## src/rtl/eeprom_seq_pkg.sv

```systemverilog
package eeprom_seq_pkg;

  localparam logic [7:0] OP_WREN  = 8'h06;
  localparam logic [7:0] OP_WRDI  = 8'h04;
  localparam logic [7:0] OP_RDSR  = 8'h05;
  localparam logic [7:0] OP_WRSR  = 8'h01;
  localparam logic [7:0] OP_READ  = 8'h03;
  localparam logic [7:0] OP_WRITE = 8'h02;

  typedef enum logic [2:0] {
    S_OPC, S_ADDR_HI, S_ADDR_LO, S_RD_DATA,
    S_WR_DATA, S_SR_DATA, S_SR_OUT, S_IGNORE
  } cmdState_e;

  typedef enum logic [1:0] { K_NONE, K_PAGE, K_STATUS } wrKind_e;

  // strobes from control to datapath
  typedef struct packed {
    logic addrHi;
    logic addrLo;
    logic rdAdvance;
    logic rdFetch;
    logic bufClear;
    logic bufWrite;
    logic srCapture;
    logic commitRun;
  } dpStrobe_t;

endpackage

```

## src/rtl/eeprom_seq_ctrl.sv

```systemverilog
module eeprom_seq_ctrl
  import eeprom_seq_pkg::*;
#(
  parameter int PAGE         = 32,
  parameter int WRITE_CYCLES = 64
) (
  input  logic       clk,
  input  logic       rst_n,
  input  logic       selStart,
  input  logic       selEnd,
  input  logic       partialByte,
  input  logic       byteValid,
  input  logic [7:0] rxByte,
  input  logic       srLocked,
  output dpStrobe_t  strobe,
  output logic       busy,
  output logic       wel,
  output logic       soEnable,
  output logic       txIsStatus,
  output logic       srWrEn
);

  localparam int CNT_W = $clog2(WRITE_CYCLES);

  cmdState_e        state;
  wrKind_e          wrKind;
  wrKind_e          pendKind;
  logic [CNT_W-1:0] cnt;
  logic             isWrite;
  logic             hasData;
  logic             fetchReq;
  logic             fetchNext;
  logic             byteEvt;
  logic             commitOk;

  assign byteEvt = byteValid && !selStart && !selEnd;

  always_comb begin
    strobe    = '0;
    fetchNext = 1'b0;
    if (byteEvt) begin
      case (state)
        S_OPC:     strobe.bufClear = !busy && wel && (rxByte == OP_WRITE);
        S_ADDR_HI: strobe.addrHi = 1'b1;
        S_ADDR_LO: begin
          strobe.addrLo = 1'b1;
          fetchNext     = !isWrite;
        end
        S_RD_DATA: begin
          strobe.rdAdvance = 1'b1;
          fetchNext        = 1'b1;
        end
        S_WR_DATA: strobe.bufWrite = 1'b1;
        S_SR_DATA: strobe.srCapture = !hasData;
        default: ;
      endcase
    end
    strobe.rdFetch   = fetchReq;
    strobe.commitRun = busy && (wrKind == K_PAGE) && (cnt < CNT_W'(PAGE));
  end

  always_comb begin
    case (state)
      S_WR_DATA: pendKind = K_PAGE;
      S_SR_DATA: pendKind = K_STATUS;
      default:   pendKind = K_NONE;
    endcase
    commitOk = !busy && (pendKind != K_NONE) && !partialByte && hasData &&
               !((pendKind == K_STATUS) && srLocked);
  end

  assign soEnable   = (state == S_SR_OUT) || (state == S_RD_DATA);
  assign txIsStatus = (state == S_SR_OUT);

  always_ff @(posedge clk or negedge rst_n) begin
    if (!rst_n) begin
      state    <= S_IGNORE;
      wrKind   <= K_NONE;
      cnt      <= '0;
      busy     <= 1'b0;
      wel      <= 1'b0;
      isWrite  <= 1'b0;
      hasData  <= 1'b0;
      fetchReq <= 1'b0;
      srWrEn   <= 1'b0;
    end else begin
      fetchReq <= fetchNext;
      srWrEn   <= 1'b0;
      if (busy) begin
        if (cnt == CNT_W'(WRITE_CYCLES - 1)) begin
          busy   <= 1'b0;
          wel    <= 1'b0;
          cnt    <= '0;
          wrKind <= K_NONE;
        end else begin
          cnt <= cnt + CNT_W'(1);
        end
      end
      if (selStart) begin
        state   <= S_OPC;
        hasData <= 1'b0;
      end else if (selEnd) begin
        state <= S_IGNORE;
        if (commitOk) begin
          busy   <= 1'b1;
          cnt    <= '0;
          wrKind <= pendKind;
          srWrEn <= (pendKind == K_STATUS);
        end
      end else if (byteValid) begin
        case (state)
          S_OPC: begin
            if (busy) begin
              state <= (rxByte == OP_RDSR) ? S_SR_OUT : S_IGNORE;
            end else begin
              case (rxByte)
                OP_WREN:  begin wel <= 1'b1; state <= S_IGNORE; end
                OP_WRDI:  begin wel <= 1'b0; state <= S_IGNORE; end
                OP_RDSR:  state <= S_SR_OUT;
                OP_WRSR:  state <= wel ? S_SR_DATA : S_IGNORE;
                OP_READ:  begin isWrite <= 1'b0; state <= S_ADDR_HI; end
                OP_WRITE: begin
                  isWrite <= 1'b1;
                  state   <= wel ? S_ADDR_HI : S_IGNORE;
                end
                default:  state <= S_IGNORE;
              endcase
            end
          end
          S_ADDR_HI: state <= S_ADDR_LO;
          S_ADDR_LO: state <= isWrite ? S_WR_DATA : S_RD_DATA;
          S_WR_DATA: hasData <= 1'b1;
          S_SR_DATA: hasData <= 1'b1;
          default: ;
        endcase
      end
    end
  end

endmodule

```

## src/rtl/eeprom_seq_datapath.sv

```systemverilog
module eeprom_seq_datapath
  import eeprom_seq_pkg::*;
#(
  parameter int DEPTH = 4096,
  parameter int PAGE  = 32
) (
  input  logic                     clk,
  input  logic                     rst_n,
  input  dpStrobe_t                strobe,
  input  logic [7:0]               rxByte,
  input  logic [7:0]               memRdData,
  input  logic                     protBlocked,
  output logic [$clog2(DEPTH)-1:0] memAddr,
  output logic                     memRe,
  output logic                     memWe,
  output logic [7:0]               memWrData,
  output logic [$clog2(DEPTH)-1:0] protAddr,
  output logic [7:0]               txData,
  output logic [7:0]               srData
);

  localparam int ADDR_W = $clog2(DEPTH);
  localparam int PAGE_W = $clog2(PAGE);
  localparam int BASE_W = ADDR_W - PAGE_W;

  logic [15:0]        addrReg;
  logic [ADDR_W-1:0]  addrEff;
  logic [ADDR_W-1:0]  nextRd;
  logic [BASE_W-1:0]  pageBase;
  logic [PAGE_W-1:0]  wrOff;
  logic [PAGE_W-1:0]  commitIdx;
  logic [ADDR_W-1:0]  commitAddr;
  logic               rdPending;
  logic               slotValid [PAGE];
  logic [7:0]         slotData  [PAGE];

  assign addrEff    = addrReg[ADDR_W-1:0];
  assign nextRd     = addrEff + ADDR_W'(1);
  assign pageBase   = addrEff[ADDR_W-1:PAGE_W];
  assign commitAddr = {pageBase, commitIdx};

  assign memAddr   = strobe.commitRun ? commitAddr : addrEff;
  assign memRe     = strobe.rdFetch;
  assign protAddr  = commitAddr;
  assign memWe     = strobe.commitRun && slotValid[commitIdx] && !protBlocked;
  assign memWrData = slotData[commitIdx];

  always_ff @(posedge clk or negedge rst_n) begin
    if (!rst_n) begin
      addrReg   <= '0;
      wrOff     <= '0;
      commitIdx <= '0;
      rdPending <= 1'b0;
      txData    <= '0;
      srData    <= '0;
    end else begin
      rdPending <= strobe.rdFetch;
      if (rdPending) txData <= memRdData;
      if (strobe.addrHi) addrReg[15:8] <= rxByte;
      if (strobe.addrLo) begin
        addrReg[7:0] <= rxByte;
        wrOff        <= rxByte[PAGE_W-1:0];
      end
      if (strobe.rdAdvance) addrReg <= {{(16 - ADDR_W){1'b0}}, nextRd};
      if (strobe.bufWrite)  wrOff   <= wrOff + PAGE_W'(1);
      if (strobe.bufClear)  commitIdx <= '0;
      else if (strobe.commitRun) commitIdx <= commitIdx + PAGE_W'(1);
      if (strobe.srCapture) srData <= rxByte;
    end
  end

  for (genvar i = 0; i < PAGE; i++) begin : g_slot
    always_ff @(posedge clk or negedge rst_n) begin
      if (!rst_n)
        slotValid[i] <= 1'b0;
      else if (strobe.bufClear)
        slotValid[i] <= 1'b0;
      else if (strobe.bufWrite && (wrOff == PAGE_W'(i)))
        slotValid[i] <= 1'b1;
    end
    always_ff @(posedge clk) begin
      if (strobe.bufWrite && (wrOff == PAGE_W'(i)))
        slotData[i] <= rxByte;
    end
  end

endmodule

```

## src/rtl/eeprom_cmd_seq.sv

```systemverilog
module eeprom_cmd_seq
  import eeprom_seq_pkg::*;
#(
  parameter int DEPTH        = 4096,
  parameter int PAGE         = 32,
  parameter int WRITE_CYCLES = 64
) (
  input  logic                     clk,
  input  logic                     rst_n,
  input  logic                     selStart,
  input  logic                     selEnd,
  input  logic                     partialByte,
  input  logic                     byteValid,
  input  logic [7:0]               rxByte,
  output logic                     soEnable,
  output logic [7:0]               txByte,
  output logic [$clog2(DEPTH)-1:0] memAddr,
  output logic                     memRe,
  output logic                     memWe,
  output logic [7:0]               memWrData,
  input  logic [7:0]               memRdData,
  output logic [$clog2(DEPTH)-1:0] protAddr,
  input  logic                     protBlocked,
  input  logic [5:0]               protFlags,
  input  logic                     srLocked,
  output logic                     srWrEn,
  output logic [7:0]               srWrData
);

  dpStrobe_t  strobe;
  logic       busy;
  logic       wel;
  logic       txIsStatus;
  logic [7:0] txData;

  eeprom_seq_ctrl #(.PAGE(PAGE), .WRITE_CYCLES(WRITE_CYCLES)) u_ctrl (
    .clk(clk), .rst_n(rst_n), .selStart(selStart), .selEnd(selEnd),
    .partialByte(partialByte), .byteValid(byteValid), .rxByte(rxByte),
    .srLocked(srLocked), .strobe(strobe), .busy(busy), .wel(wel),
    .soEnable(soEnable), .txIsStatus(txIsStatus), .srWrEn(srWrEn)
  );

  eeprom_seq_datapath #(.DEPTH(DEPTH), .PAGE(PAGE)) u_dp (
    .clk(clk), .rst_n(rst_n), .strobe(strobe), .rxByte(rxByte),
    .memRdData(memRdData), .protBlocked(protBlocked), .memAddr(memAddr),
    .memRe(memRe), .memWe(memWe), .memWrData(memWrData),
    .protAddr(protAddr), .txData(txData), .srData(srWrData)
  );

  assign txByte = txIsStatus ? {protFlags, wel, busy} : txData;

endmodule

```

## config.mk

```make
export PLATFORM = sky130hd
export DESIGN_NAME = eeprom_cmd_seq
export DESIGN_NICKNAME = d
export VERILOG_FILES = /design/src/rtl/eeprom_seq_pkg.sv /design/src/rtl/eeprom_seq_ctrl.sv /design/src/rtl/eeprom_seq_datapath.sv /design/src/rtl/eeprom_cmd_seq.sv
export SDC_FILE = /design/constraint.sdc
export NUM_CORES = 1
export LEC_CHECK = 0
export BUFFER_PORTS_ARGS = -buffer_cell sky130_fd_sc_hd__buf_2
export CORE_AREA = 3 3 154 156
export CTS_CLUSTER_SIZE = 8
export DETAILED_ROUTE_END_ITERATION = 12
export DIE_AREA = 0 0 157 159
export PLACE_DENSITY = 0.83
export SLEW_MARGIN = 5
export SYNTH_ARGS = -nofsm -noshare
export SYNTH_HDL_FRONTEND = slang
export SYNTH_SLANG_ARGS = --single-unit
```

## constraint.sdc

```tcl
create_clock -name clk -period 6.8 [get_ports clk]
set_input_delay 1.36 -clock clk [delete_from_list [all_inputs] [get_ports clk]]
set_output_delay 1.36 -clock clk [all_outputs]
set_load 0.02 [all_outputs]
```

Word level (Yosys, flattened, before mapping)
Memory sizes are Yosys's and may differ from the RTL's. Index checks and enable logic that the tools add are counted. Widths: inputs -> output; s select.

Register bits: 88. Bits in writable memories: 256. Output and inout bits: 52. Word-level logic and storage cells: 524. Memories kept: 1.

Memory list: u_dp.slotData (words 32, width 8, read ports 1, clocked after Yosys merged registers in 0, write ports 1, RTL line eeprom_seq_datapath.sv:35) `logic [7:0] slotData [PAGE];`.

Add/subtract/negate cells: 4. $lt $le $gt $ge: 2. Eq/ne operators: 47. Muxes and demuxes: 285. Bitwise logic cells: 4. Reductions and logical operators: 133.

Operator list (number): $mux 8 (33); $reduce_or 8->1 (31); $mux 1 (188); $mux 5 (36); $eq 5x5->1 const B (16); $reduce_bool 2->1 (40); $logic_and 1x1->1 (45); $eq 5x4->1 const B (8); $mux 6 (5); $eq 8x3->1 const B (3); $mux 3 (8); $eq 5x3->1 const B (4); $eq 8x2->1 const B (2); $add 12x1->12 const B (1); $mux 12 (1); $mux 2 (6); $pmux 3 s4 (1); $add 5x1->5 const B (2); $eq 5x2->1 const B (2); $eq 3x3->1 const B (3); $pmux 3 s3 (1); $eq 8x1->1 const B (1); $logic_not 1->1 (8); $add 6x1->6 const B (1); other kinds (24) (29).

Longest topological paths before layout
Depth in word-level cells: 40. Depth in mapped cells: 9. Gate-level depth less buffers: 6.

Hierarchy
A second synthesis with hierarchy kept.

Cells, all modules: 991. Area total of the unflattened synthesis: 14742.9 um2.

By module, submodules not included: eeprom_seq_datapath (times used 1, cells an instance 869, area each 13565.5 um2, seq. area each 9464.1 um2); eeprom_seq_ctrl (times used 1, cells an instance 113, area each 1046.0 um2, seq. area each 429.2 um2); eeprom_cmd_seq (times used 1, cells an instance 9, area each 131.4 um2, seq. area each 0.0 um2).

Worst setup path after synthesis
OpenSTA, ideal clock, no wires.

Path type: reg-to-output. From: register u_dp.commitIdx[0]. To: output port memWe. Arrival: 2355 ps. Setup slack: 3085 ps. Cell stages (with the launch flop): 8. Cells stage by stage: dfrtp_1 buf_2 buf_2 buf_2 mux2i_1 a221oi_1 o22ai_1 nor4b_1.

Cells in the longest elaborated chain, start to end: 6.

Ends and longest elaborated chain: from (decl) (RTL line eeprom_seq_datapath.sv:31) `logic [PAGE_W-1:0] commitIdx;`; from (signal assigned) (RTL line eeprom_seq_datapath.sv:67) `else if (strobe.commitRun) commitIdx <= commitIdx + PAGE_W'(1);`; $not 5->6 (not written as such) (RTL line eeprom_seq_datapath.sv:45) `assign memWe = strobe.commitRun && slotValid[commitIdx] && !protBlocked;`; $bmux 1 s5 (RTL line eeprom_seq_datapath.sv:45); $mux 1 (not written as such) (2 in a row) (RTL line eeprom_seq_datapath.sv:45); $logic_and 1x1->1 (2 in a row) (RTL line eeprom_seq_datapath.sv:45); to (decl) (RTL line eeprom_cmd_seq.sv:19) `output logic memWe,`.

Every way passes these cells. The select of a mux whose other input is x is not followed.

Worst setup path in the final report
Same ends and word-level chain as after synthesis.

==> metrics.txt <==
async set-or-reset flop fraction in the synthesized netlist=25.6%; min Tclk post-route=4750 ps; fillcell total=1338; ANT nets after route=0; number of buffers added on ports=81; final hold viol count=0; Critical Path AT=3390 ps; H-tree depth=2; Pre-antenna DRT Iters=6; dpl cells=1270; DRT iter0 DRCs=935; Mapped Nets=1001; Cell Pwr Density=317 nW/um^2; # setup viols final=0; clk sink count=344; first-pass GRT wire length=51600 um; CTS tree=done; Pins Over Slew Limit=0; CP max FO=60; Area contributors post-synth=edfxtp_1 53%, dfrtp_1 15%, mux2i_1 6.6%; core area=22500 um^2; critical path required time=5440 ps; final worst path period share=69.9%; post-DP HPWL=19400 um; Final Core Density=72.9%; DRC viols=0; CP max stage delay=1100 ps; die span in x=157 um; HP Class=register to register; ratio of cells with drive above 1 in the final layout=20.8%; unrepaired setup endpoints after global routing=no; CP Capture Type=primary output; post-synthesis cell type count=56; sequential share of the synthesized area=68.1%; YS warnings=0; synthesized flop and latch total=344; Cell Chain, Critical Path=buf_12 > mux2i_1 > a221oi_1 > o22ai_1 > nor4b_1 > buf_2; Max VDD drop=244 uV; Worst Hold Path Cells=0; MaxCap Viol Count=0; Tightest Pin Transition=1230 ps; die height=159 um; # IOs=82; via count=8807; Fmax=0.210 GHz; r2r endpoint=u_dp.slotData[10][5]; die area=25000 um^2; R2R Setup Slk=3350 ps; postcts setup bufs=0; Crit Path Class=register to primary output; Sum Neg Setup Slack=0 ps; EDFF count, synth=256; worst r2r path cells=4; gr usage total=27.3%; hold_sp=u_ctrl.fetchReq; Placer Congestion=0.831; Synth Cell Area=14500 um^2; CTS buffer count=48; grt total ovfl=0; Antenna diodes=0; Mapped Cells=962; Layout area overhead=12.9%; clk_skew=24.9 ps; Clock Path Buffers=3; crit start category=register; final wirelength=33500 um; Rel. slew slack=17.6%; CTS clock-pin slew for the worst setup and hold paths=50 ps; initial antenna violation count=0; Layout Cells excl Fill=1357; share of the synthesized area in the top cell type=52.9%; vias in the first global route=8968; largest net degree at the start of global routing=89; leading register cell type out of synthesis=edfxtp_1; Hold EP=u_dp.rdPending; run status=complete, no violations; clock latency on the worst-skew pair=550 ps; power after layout=5.20 mW; Avg Inst Size Synth=15.1 um^2; Final nets=1074; Via density=6.49; num rows=55; clock root buffer=clkbuf_16; slowest CP cell=dfrtp_4; r2r startpoint=u_ctrl.state[2]; Initial Util=64.6%; LEAKAGE=6.62 nW; CTS resizes=0; Routed WL per cell=24.7 um; leading area contributor after synthesis=edfxtp_1; hold buffer count at CTS=0
## worst max path at each step
stage | startpoint | endpoint | slack [ps]
2_1_floorplan | u_dp.commitIdx[0] | memWe | 3090
3_3_place_gp | u_dp.commitIdx[0] | memWe | 2640
3_5_place_dp | u_dp.commitIdx[0] | memWe | 2560
4_1_cts | u_dp.commitIdx[0] | memWrData[0] | 1990
5_1_grt | u_dp.commitIdx[0] | memWe | 1790
6_report | u_dp.commitIdx[0] | memWe | 2050
## flip-flops by register name (all words and copies together), names as in the netlist
register / cells
u_dp.slotData: 256
u_dp.slotValid: 32
u_dp.addrReg: 12
u_dp.srData: 8
u_dp.txData: 8
u_ctrl.cnt: 6
u_dp.commitIdx: 5
u_dp.wrOff: 5
u_ctrl.state: 3
u_ctrl.wrKind: 2
u_ctrl.busy: 1
u_ctrl.fetchReq: 1
u_ctrl.hasData: 1
u_ctrl.isWrite: 1
u_ctrl.srWrEn: 1
u_ctrl.wel: 1
u_dp.rdPending: 1
## Yosys cell counts, types with 15 or more instances
cell,count
edfxtp_1,256
nand2_1,46
nor2_1,88
buf_4,15
nor3_1,23
dfrtp_1,85
mux2_2,30
a21oi_1,37
buf_2,15
mux2i_1,96
and2_1,17
a22o_1,19
nand3_1,17
clkbuf_1,26
mux4_2,34
## worst max-delay path: cells and delay by family, from the launching register on
family	cells	cell delay, ps
buf+inv	2	690
simple gates	1	400
mux	1	150
compound gates	2	490
flops	1	1100
## metrics by stage
step / hold slack [ps] / instance area [um^2] / worst slack [ps]
floorplan: 457 / 14500 / 3090
global placement: 362 / 15000 / 2640
detailed placement: 369 / 15000 / 2560
CTS: 381 / 16400 / 1990
global route: 395 / 16400 / 1790
finish: 376 / 16400 / 2050
## layer usage
| layer | routed length, um | GRT usage (%) |
|---|---|---|
| met3 | 2770 | 4.78 |
| met4 | 987 | 9.55 |
| met1 | 13200 | 38.6 |
| met5 | 0 | 0 |
| met2 | 16500 | 43.5 |
## cell families after synthesis
logic type | share of synthesized area, %
flops | 68.1
buf+inv | 2.71
simple gates | 8.04
fa+ha+maj | 0.775
mux | 14.2
compound gates | 5.76
xor+xnor | 0.422
## layout by cell type (no fill, tap or decap), types with 8 or more instances in the layout
master     count
a22o_1        19
buf_2         80
nor2_1        88
inv_1          8
nand2_1       46
mux2i_1       96
o21ai_0       11
clkbuf_1      37
clkbuf_16     48
nand2b_1      11
and3_1         8
a31oi_1        9
mux2_2        30
edfxtp_1     256
nand4_1        9
o221ai_1       9
a21oi_1       37
mux4_2        34
nor3_1        23
buf_4         11
ha_1           9
nand3_1       17
a22oi_1        8
and2_1        17
dfrtp_1       84
## area by class of cell
| type | count | area, um^2 | area share [%] |
|---|---|---|---|
| flip-flops and latches | 344 | 9900 | 60.3 |
| multi-input cells | 541 | 4250 | 25.9 |
| clock buffers | 85 | 1340 | 8.17 |
| repair buffers | 92 | 503 | 3.07 |
| well taps | 285 | 357 | 2.17 |
| inverters | 8 | 30.0 | 0.183 |
| clock inverters | 2 | 25.0 | 0.153 |
## power by group
| group | total (mW) | internal [mW] | switching, mW |
|---|---|---|---|
| clock network | 2.16 | 1.32 | 0.841 |
| logic | 0.542 | 0.206 | 0.336 |
| registers | 2.50 | 2.37 | 0.123 |
(Power assumes the default switching activity.)
